<file path="src/rtl/prot_ctrl_pkg.sv">
package prot_ctrl_pkg;
  localparam int CTRL_EN_BIT  = 0;
  localparam int CTRL_HND_BIT = 1;
  localparam int CTRL_BG_BIT  = 2;
  localparam int CTRL_W       = 3;

  typedef struct packed {
    logic ctrlWr;
    logic rselWr;
    logic undefWr;
    logic rdCtrl;
    logic rdRsel;
  } regStrobes_t;
endpackage

</file>
<file path="src/rtl/prot_bus_ctrl.sv">
module prot_bus_ctrl
  import prot_ctrl_pkg::*;
#(
  parameter int ADDR_W    = 4,
  parameter int CTRL_ADDR = 0,
  parameter int RSEL_ADDR = 1
) (
  input  logic [ADDR_W-1:0] busAddr,
  input  logic              busWe,
  input  logic [1:0]        ctrlLowBits,
  output regStrobes_t       strobes
);
  logic hitCtrl;
  logic hitRsel;

  assign hitCtrl = (busAddr == ADDR_W'(CTRL_ADDR));
  assign hitRsel = (busAddr == ADDR_W'(RSEL_ADDR));

  always_comb begin
    strobes.rdCtrl  = hitCtrl;
    strobes.rdRsel  = hitRsel;
    strobes.ctrlWr  = busWe && hitCtrl;
    strobes.rselWr  = busWe && hitRsel;
    strobes.undefWr = busWe && hitCtrl && ctrlLowBits[CTRL_HND_BIT] && !ctrlLowBits[CTRL_EN_BIT];
  end
endmodule

</file>
<file path="src/rtl/prot_reg_file.sv">
module prot_reg_file
  import prot_ctrl_pkg::*;
#(
  parameter int DATA_W = 32,
  parameter int RNUM_W = 8,
  parameter int IDX_W  = 3
) (
  input  logic              clk,
  input  logic              rstN,
  input  regStrobes_t       strobes,
  input  logic [CTRL_W-1:0] ctrlWdata,
  input  logic [RNUM_W-1:0] rnumWdata,
  output logic [DATA_W-1:0] busRdata,
  output logic [CTRL_W-1:0] ctrlBits,
  output logic [IDX_W-1:0]  regionSel,
  output logic              undefWarn
);
  logic [CTRL_W-1:0] ctrlQ;
  logic [RNUM_W-1:0] rnumQ;
  logic              warnQ;

  always_ff @(posedge clk or negedge rstN) begin
    if (!rstN) begin
      ctrlQ <= '0;
      warnQ <= 1'b0;
    end else begin
      if (strobes.ctrlWr)  ctrlQ <= ctrlWdata;
      if (strobes.undefWr) warnQ <= 1'b1;
    end
  end

  // Region number deliberately has no reset value.
  always_ff @(posedge clk) begin
    if (strobes.rselWr) rnumQ <= rnumWdata;
  end

  always_comb begin
    busRdata = '0;
    if (strobes.rdCtrl)      busRdata[CTRL_W-1:0] = ctrlQ;
    else if (strobes.rdRsel) busRdata[RNUM_W-1:0] = rnumQ;
  end

  assign ctrlBits  = ctrlQ;
  assign regionSel = rnumQ[IDX_W-1:0];
  assign undefWarn = warnQ;

  logic rnumUnused;
  generate
    if (RNUM_W > IDX_W) begin : g_rnumHi
      assign rnumUnused = ^rnumQ[RNUM_W-1:IDX_W];
    end else begin : g_rnumFull
      assign rnumUnused = 1'b0;
    end
  endgenerate
endmodule

</file>
<file path="src/rtl/prot_access_judge.sv">
module prot_access_judge
  import prot_ctrl_pkg::*;
(
  input  logic [CTRL_W-1:0] ctrlBits,
  input  logic              accValid,
  input  logic              accPriv,
  input  logic              accEscalated,
  input  logic              accFetch,
  input  logic              accSysSpace,
  input  logic              regionHit,
  input  logic              regionPermit,
  output logic              protActive,
  output logic              accFault,
  output logic              accUseDefault
);
  logic ctrlEn, ctrlHnd, ctrlBg, active;

  assign ctrlEn  = ctrlBits[CTRL_EN_BIT];
  assign ctrlHnd = ctrlBits[CTRL_HND_BIT];
  assign ctrlBg  = ctrlBits[CTRL_BG_BIT];

  // Handler enable without enable falls out as inactive here.
  assign active     = ctrlEn && (!accEscalated || ctrlHnd);
  assign protActive = active;

  always_comb begin
    accFault      = 1'b0;
    accUseDefault = 1'b0;
    if (accValid) begin
      if (accFetch && accSysSpace) accFault = 1'b1;
      else if (!active)            accUseDefault = 1'b1;
      else if (regionHit)          accFault = !regionPermit;
      else if (accPriv && ctrlBg)  accUseDefault = 1'b1;
      else                         accFault = 1'b1;
    end
  end
endmodule

</file>
<file path="src/rtl/prot_enable_ctrl.sv">
module prot_enable_ctrl
  import prot_ctrl_pkg::*;
#(
  parameter int ADDR_W      = 4,
  parameter int DATA_W      = 32,
  parameter int RNUM_W      = 8,
  parameter int NUM_REGIONS = 8,
  parameter int CTRL_ADDR   = 0,
  parameter int RSEL_ADDR   = 1,
  localparam int IDX_W      = (NUM_REGIONS > 1) ? $clog2(NUM_REGIONS) : 1
) (
  input  logic              clk,
  input  logic              rstN,
  input  logic [ADDR_W-1:0] busAddr,
  input  logic              busWe,
  input  logic [DATA_W-1:0] busWdata,
  output logic [DATA_W-1:0] busRdata,
  input  logic              accValid,
  input  logic              accPriv,
  input  logic              accEscalated,
  input  logic              accFetch,
  input  logic              accSysSpace,
  input  logic              regionHit,
  input  logic              regionPermit,
  output logic              accFault,
  output logic              accUseDefault,
  output logic              protActive,
  output logic [IDX_W-1:0]  regionSel,
  output logic              undefWarn
);
  regStrobes_t       strobes;
  logic [CTRL_W-1:0] ctrlBits;
  logic              wdataUnused;

  assign wdataUnused = ^busWdata[DATA_W-1:RNUM_W];

  prot_bus_ctrl #(.ADDR_W(ADDR_W), .CTRL_ADDR(CTRL_ADDR), .RSEL_ADDR(RSEL_ADDR)) busCtrl_i (
    .busAddr     (busAddr),
    .busWe       (busWe),
    .ctrlLowBits (busWdata[1:0]),
    .strobes     (strobes)
  );

  prot_reg_file #(.DATA_W(DATA_W), .RNUM_W(RNUM_W), .IDX_W(IDX_W)) regFile_i (
    .clk       (clk),
    .rstN      (rstN),
    .strobes   (strobes),
    .ctrlWdata (busWdata[CTRL_W-1:0]),
    .rnumWdata (busWdata[RNUM_W-1:0]),
    .busRdata  (busRdata),
    .ctrlBits  (ctrlBits),
    .regionSel (regionSel),
    .undefWarn (undefWarn)
  );

  prot_access_judge judge_i (
    .ctrlBits      (ctrlBits),
    .accValid      (accValid),
    .accPriv       (accPriv),
    .accEscalated  (accEscalated),
    .accFetch      (accFetch),
    .accSysSpace   (accSysSpace),
    .regionHit     (regionHit),
    .regionPermit  (regionPermit),
    .protActive    (protActive),
    .accFault      (accFault),
    .accUseDefault (accUseDefault)
  );
endmodule

</file>
<file path="config.mk">
export PLATFORM = sky130hd
export DESIGN_NAME = prot_enable_ctrl
export DESIGN_NICKNAME = d
export VERILOG_FILES = /design/src/rtl/prot_ctrl_pkg.sv /design/src/rtl/prot_bus_ctrl.sv /design/src/rtl/prot_reg_file.sv /design/src/rtl/prot_access_judge.sv /design/src/rtl/prot_enable_ctrl.sv
export SDC_FILE = /design/constraint.sdc
export NUM_CORES = 1
export LEC_CHECK = 0
export BUFFER_PORTS_ARGS = -buffer_cell sky130_fd_sc_hd__buf_4
export CORE_UTILIZATION = 35
export CTS_BUF_LIST = sky130_fd_sc_hd__clkbuf_4 sky130_fd_sc_hd__clkbuf_8
export CTS_CLUSTER_DIAMETER = 150
export DETAILED_ROUTE_END_ITERATION = 10
export GPL_TIMING_DRIVEN = 0
export PLACE_DENSITY = 0.89
export SLEW_MARGIN = 20
export SYNTH_ARGS = -nofsm -noshare
export SYNTH_HDL_FRONTEND = slang
export SYNTH_SLANG_ARGS = --single-unit
</file>
<file path="constraint.sdc">
create_clock -name clk -period 1.1 [get_ports clk]
set_input_delay 0.22 -clock clk [delete_from_list [all_inputs] [get_ports clk]]
set_output_delay 0.22 -clock clk [all_outputs]
set_load 0.01 [all_outputs]
</file>
==> qor.yml, run 1 <==
outcome: "complete, but fails checks"
violated_checks: "negative setup slack"
port_buffers: 35
synth.distinct_cells: 21
fin_hold_viols: 0
period_needed_ns: 1.426
min_delay_path_depth: 1
tritoncts: "yes"
chipHeight_um: 49.57
yosys.cell_count.top_type: "buf_4"
pwr_density_cell_nw_per_um2: 1001
grt_pass1_wl_um: 2470
grt_util_overall_pct: 13.96
timing.critical_path.arrival_ns: 1.21
synthTopCellsByCount: "buf_4 (27), edfxtp_1 (8), and3_2 (6), dfrtp_1 (4)"
design.portCount: 85
ys_dominant_reg_cell: "edfxtp_1"
required_ns: 0.88
routed_via_density: 3.969
grt_util_met1_pct: 12.88
clock-sinks: 12
synthCells: 70
fin_worst_skew_ns: 0
setup-violations-final: 14
area_growth_pct: 66.35
critical_path.n_buffers_inverters: 1
synth.yosys.seq_area_share_pct: 42.97
synth-edff-count: 8
antennaDiodeCount: 0
yosys-top-cells-area: "edfxtp_1 (30%), buf_4 (26%), dfrtp_1 (13%)"
final.period_utilization_pct: 129.6
synth.avg_cell_area_um2: 11.31
hold_path_class: "in -> reg"
cts.path.max_buffers: 2
postPlaceCellArea_um2: 1175
grtUsageMet2_pct: 25.45
grt_start_max_net_pins: 11
grt_pass1_vias: 568
synth_area_in_simple_gates_pct: 15.17
initial_cell_density_of_the_core_pct: 38.79
number_of_antenna_violations_at_the_first_check_in_global_routing: 0
combinational_family_with_the_most_area_after_synthesis: "buffers and inverters"
busiest_layer: "met2"
synth_largest_type_area_fraction_pct: 30.33
detail_route.iter0.violations: 8
routed_wl_um: 1702
finish.utilization_pct: 64.52
grt_setup_unrepaired: "yes"
htree_levels: 1
worst_skew_pair.late_latency_ns: 0.28
worst-setup-path-type: "reg -> out"
synthesis.yosys.warnings: 0
drt_first_pass_iters: 4
final-max-slew-violation-count: 0
drv_cap: 0
numCtsBuffers: 3
final_design_area_excluding_fillers_um2: 1318
design_power_total_uw: 1318
clock.fmax_ghz: 0.7012
post_synth_xor_area_fraction_pct: 0
finalWorstSetupSlack_ns: -0.3260
crit_path_max_fanout: 3
die_w_um: 49.57
drive_gt1_share_pct: 61.76
length_in_cells_of_the_worst_reg_to_reg_path: 2
power.ir.vdd_worst_mv: 0.9673
synthMuxAreaShare_pct: 9.479
vias: 647
fin_nets: 183
gr-usage-met3_pct: 4.012
post-synth-top-area-cell: "edfxtp_1"
synthesized_flop_and_latch_total: 12
synth-async-reset-ratio_pct: 33.33
cts.clk_slew.worst_paths_ns: 0.08
routabilityCongestion: 0.6582
post_detailed_placement_half_perimeter_wirelength_um: 1272
drtAntennaViolNets: 0
synth-adder-area-share_pct: 0
dieArea_um2: 2457
worstSetupStartpointType: "register"
cp.depth: 4
cpLargestDelayFamily: "flip-flops"
wl_per_cell_um: 10.44
critical_path_slowest_stage_cell: "dfrtp_1"
post_synth_instance_area_um2: 792.0
gr-total-overflow: 0
row_count: 16
synth-compound-area-share_pct: 4.739
critical_path.cell_chain: "nand2_1 -> o221ai_2 -> and3_1 -> buf_4"
cts.root.buffer_cell: "clkbuf_4"
detail_route.drc_violations: 0
power_leakage_uw: 0.0007076
capturing_element_type_of_the_critical_path: "primary output"
core_area_um2: 2042
critPathMaxStageDelay_ns: 0.39
-- cells in the final DEF (no fill, tap or decap), drive strengths merged --
cell type	Yosys	final
buf	28	66
inv	2	2
a21oi	1	1
o221ai	1	1
nand2b	1	1
and3	7	7
edfxtp	8	8
nand2	2	2
a31o	1	1
conb	1	24
clkbuf	0	4
mux2	3	3
nor3	1	1
nand3b	1	1
mux2i	3	3
dlygate4sd3	0	1
nor2	3	3
o21a	1	1
dfrtp	4	4
o21bai	1	1
or3	1	1
-- metrics by stage --
step	setup TNS [ns]	cells	hold slack [ns]	worst slack [ns]
2_1_floorplan	-0.06649	93	-0.07559	-0.02216
3_3_place_gp	-2.789	155	0.01827	-0.1958
3_5_place_dp	-3.230	155	0.02041	-0.2072
4_1_cts	-2.051	161	0.1095	-0.3006
5_1_grt	-2.527	163	0.1042	-0.4007
6_report	-1.862	163	0.1185	-0.3260
-- sequential cells by signal, indices dropped and copies added, names as in the netlist --
signal / count
regFile_i.rnumQ: 8
regFile_i.ctrlBits: 3
regFile_i.undefWarn: 1
-- path summary, 6_finish.rpt --
path / from / end / slack (ns)
hold reg to reg: regFile_i.undefWarn$_DFFE_PN0P_ / regFile_i.undefWarn$_DFFE_PN0P_ / 0.50
max in group asynchronous: rstN / regFile_i.ctrlBits[2]$_DFFE_PN0P_ / 0.73
setup reg to reg: regFile_i.ctrlBits[1]$_DFFE_PN0P_ / regFile_i.ctrlBits[1]$_DFFE_PN0P_ / 0.17
hold / removal: busWdata[4] / regFile_i.rnumQ[4]$_DFFE_PP_ / 0.12
min in group asynchronous: rstN / regFile_i.undefWarn$_DFFE_PN0P_ / 0.27
setup / recovery: regFile_i.ctrlBits[2]$_DFFE_PN0P_ / accUseDefault / -0.33
-- power breakdown --
group | internal (uW) | switching, uW
registers | 521 | 37.4
logic | 250 | 157
clock network | 201 | 152
-- worst reg2reg max path, stage by stage (launching register included) --
cell and delay (ns):
dfrtp_1 0.43, buf_4 0.15, mux2_4 0.25
-- area by class of cell --
cell class,instances,area (um^2)
repair buffers,40,347.8
flip-flops and latches,12,340.3
inverters,2,7.507
multi-input cells,51,351.6
well taps,27,33.78
plain buffers,27,200.2
fillers,155,724.4
clock buffers,4,36.28
-- routing by layer --
layer	vias up	routed length (um)	part of all wire, %
li1	322	-	-
met1	271	611	36
met4	0	53	3.1
met5	-	0	0
met3	6	189	11
met2	48	847	50
-- kinds of logic after synthesis --
group                  after synthesis
buffers and inverters               30
AO/OA/AOI/OAI                        5
multiplexers                         6
other                                1
flip-flops                          12
AND/OR/NAND/NOR                     16
-- what timing repair did --
item / in CTS / in global routing
pin swaps: 5 / 2
endpoints found under the hold margin: 4 / 0
setup buffers: 1 / 3
hold buffers: 1 / 0
gates resized for setup: 12 / 8
setup endpoints to repair: 14 / 14
cloned: 0 / 0
Power figures use the tool's default switching activity.
==> run 2, diff against run 1 <==
--- a/config.mk
+++ b/config.mk
@@ -6,12 +6,13 @@
 export NUM_CORES = 1
 export LEC_CHECK = 0
 export BUFFER_PORTS_ARGS = -buffer_cell sky130_fd_sc_hd__buf_4
+export CORE_ASPECT_RATIO = 0.8
 export CORE_UTILIZATION = 35
 export CTS_BUF_LIST = sky130_fd_sc_hd__clkbuf_4 sky130_fd_sc_hd__clkbuf_8
 export CTS_CLUSTER_DIAMETER = 150
 export DETAILED_ROUTE_END_ITERATION = 10
 export GPL_TIMING_DRIVEN = 0
-export PLACE_DENSITY = 0.89
+export PLACE_DENSITY = 0.87
 export SLEW_MARGIN = 20
 export SYNTH_ARGS = -nofsm -noshare
 export SYNTH_HDL_FRONTEND = slang
==> qor.yml, run 2 (synthesis results as in run 1) <==
clock-sinks: 12
detail_route.iter0.violations: 3
port_buffers: 35
post_detailed_placement_half_perimeter_wirelength_um: 1209
outcome: "complete, but fails checks"
fin_worst_skew_ns: 0
pwr_density_cell_nw_per_um2: 985.9
comb_power_share_pct: 36.4
core_area_um2: 2140
number_of_antenna_violations_at_the_first_check_in_global_routing: 0
grt_util_overall_pct: 14.46
cts.clk_slew.worst_paths_ns: 0.08
register_area_um2: 340.3
drv_cap: 0
drive_gt1_share_pct: 63.57
worstSetupStartpointType: "register"
worst-setup-path-type: "reg -> out"
crit_path_max_fanout: 2
hp-start: "busWdata[4]"
crit-reg2reg-launch: "regFile_i.ctrlBits[2]$_DFFE_PN0P_"
leading_cell_types_in_the_layout_fill_and_taps_excluded: "buf_4 (51), conb_1 (24), buf_6 (18)"
initial_cell_density_of_the_core_pct: 37.02
numCtsBuffers: 3
power_leakage_uw: 0.0007323
die_w_um: 55.19
power.ir.vdd_worst_mv: 0.9690
wl_per_cell_um: 11.16
cell_internal_pwr_uw: 994.5
seq_power_share_pct: 41.2
grt_start_max_net_pins: 11
worst_skew_pair.late_latency_ns: 0.26
grt_setup_unrepaired: "yes"
final-max-slew-violation-count: 0
fin_nets: 187
capturing_element_type_of_the_critical_path: "primary output"
hold_path_class: "in -> reg"
layout.cells.most_common: "buf_4"
largest_reg_flops: 8
setup-violations-final: 14
row_count: 15
timing.critical_path.arrival_ns: 1.18
required_ns: 0.88
cts.root.buffer_cell: "clkbuf_4"
swShare_pct: 26.24
max_flop_register: "regFile_i.rnumQ"
setup_total_negative_slack_ns: -1.782
grt_pass1_vias: 555
period_needed_ns: 1.396
grt_pass1_wl_um: 2456
finish.utilization_pct: 63.92
finalWorstSetupSlack_ns: -0.2957
area_growth_pct: 72.67
filler_cell_count: 151
routed_via_density: 4.006
power.net_switching_uw: 353.8
vias: 661
cp-startpoint: "regFile_i.ctrlBits[2]$_DFFE_PN0P_"
detail_route.drc_violations: 0
multi_input_comb_area_um2: 357.8
gr-total-overflow: 0
drt_first_pass_iters: 4
dieArea_um2: 2458
fin_hold_viols: 0
tritoncts: "yes"
violated_checks: "negative setup slack"
design.portCount: 85
clock_power_share_pct: 22.4
drtAntennaViolNets: 0
chipHeight_um: 44.55
antennaDiodeCount: 0
clock.fmax_ghz: 0.7165
htree_levels: 1
routed_wl_um: 1841
cts.path.max_buffers: 2
routabilityCongestion: 0.6613
final.period_utilization_pct: 126.9
run 2: cell count changes in the layout (fill, tap and decap cells not counted):
cell and delta:
nor2_2 +1, or3_2 -1, clkbuf_8 -1, clkbuf_4 +1, buf_6 +6, nor2_1 -1, or3_4 +1, buf_4 -2
run 2: metal layers:
| metal | vias to the layer above | share of wire, % | GRT usage (%) |
|---|---|---|---|
| li1 | 328 | - | - |
| met1 | 292 | 37 | 14.47 |
| met2 | 39 | 54 | 29.16 |
| met3 | 2 | 8.0 | 2.405 |
| met4 | 0 | 0.92 | 4.500 |
| met5 | - | 0 | 0 |
run 2: final timing paths:
kind / end / slack (ns) / cells past startpoint
worst max-delay path: accUseDefault / -0.30 / 4
worst min-delay path: regFile_i.rnumQ[4]$_DFFE_PP_ / 0.12 / 1
worst max register to register: regFile_i.ctrlBits[2]$_DFFE_PN0P_ / 0.01 / 4
worst min register to register: regFile_i.undefWarn$_DFFE_PN0P_ / 0.49 / 1
max in group asynchronous: regFile_i.ctrlBits[1]$_DFFE_PN0P_ / 0.70 / 2
min in group asynchronous: regFile_i.undefWarn$_DFFE_PN0P_ / 0.30 / 2
run 2: metrics by stage:
stage          power [uW]  area [um^2]  std cells  worst slack [ns]  hold WS [ns]
6_report             1348         1368        165           -0.2957        0.1231
5_1_grt              1416         1368        165           -0.3616        0.1104
2_1_floorplan       773.2        878.3         93          -0.02216      -0.07559
3_5_place_dp        910.5         1172        153           -0.2499       0.01875
4_1_cts              1288         1296        163           -0.2510        0.1170
3_3_place_gp        898.9         1172        153           -0.2222       0.01679
run 2: power by group through the flow:
stage,clock (uW),combinational [uW],sequential (uW)
6_report,302,491,556
5_1_grt,331,526,559
4_1_cts,304,433,551
3_5_place_dp,0,346,564
3_3_place_gp,0,337,562
2_1_floorplan,0,217,557
run 2: timing repair:
action                     CTS  global route
hold endpoints to repair     4             0
resized for setup           12            17
pin swaps                    4             3
setup endpoints to repair   14            22
setup buffers                5             4
hold buffers                 1             0
run 2: cell type report:
| type | instances | area share (%) |
|---|---|---|
| timing repair buffer | 45 | 29.55 |
| clock buffer | 4 | 2.196 |
| inverter | 2 | 0.5489 |
| tap | 25 | 2.287 |
| sequential | 12 | 24.89 |
| buffer | 26 | 14.36 |
| multi-input combinational | 51 | 26.17 |
run 2: critical path, cell delays in order (launching register included):
cell      delay, ns
dfrtp_1        0.37
nand2_1        0.09
o221ai_2       0.17
and3_1         0.18
buf_4          0.11
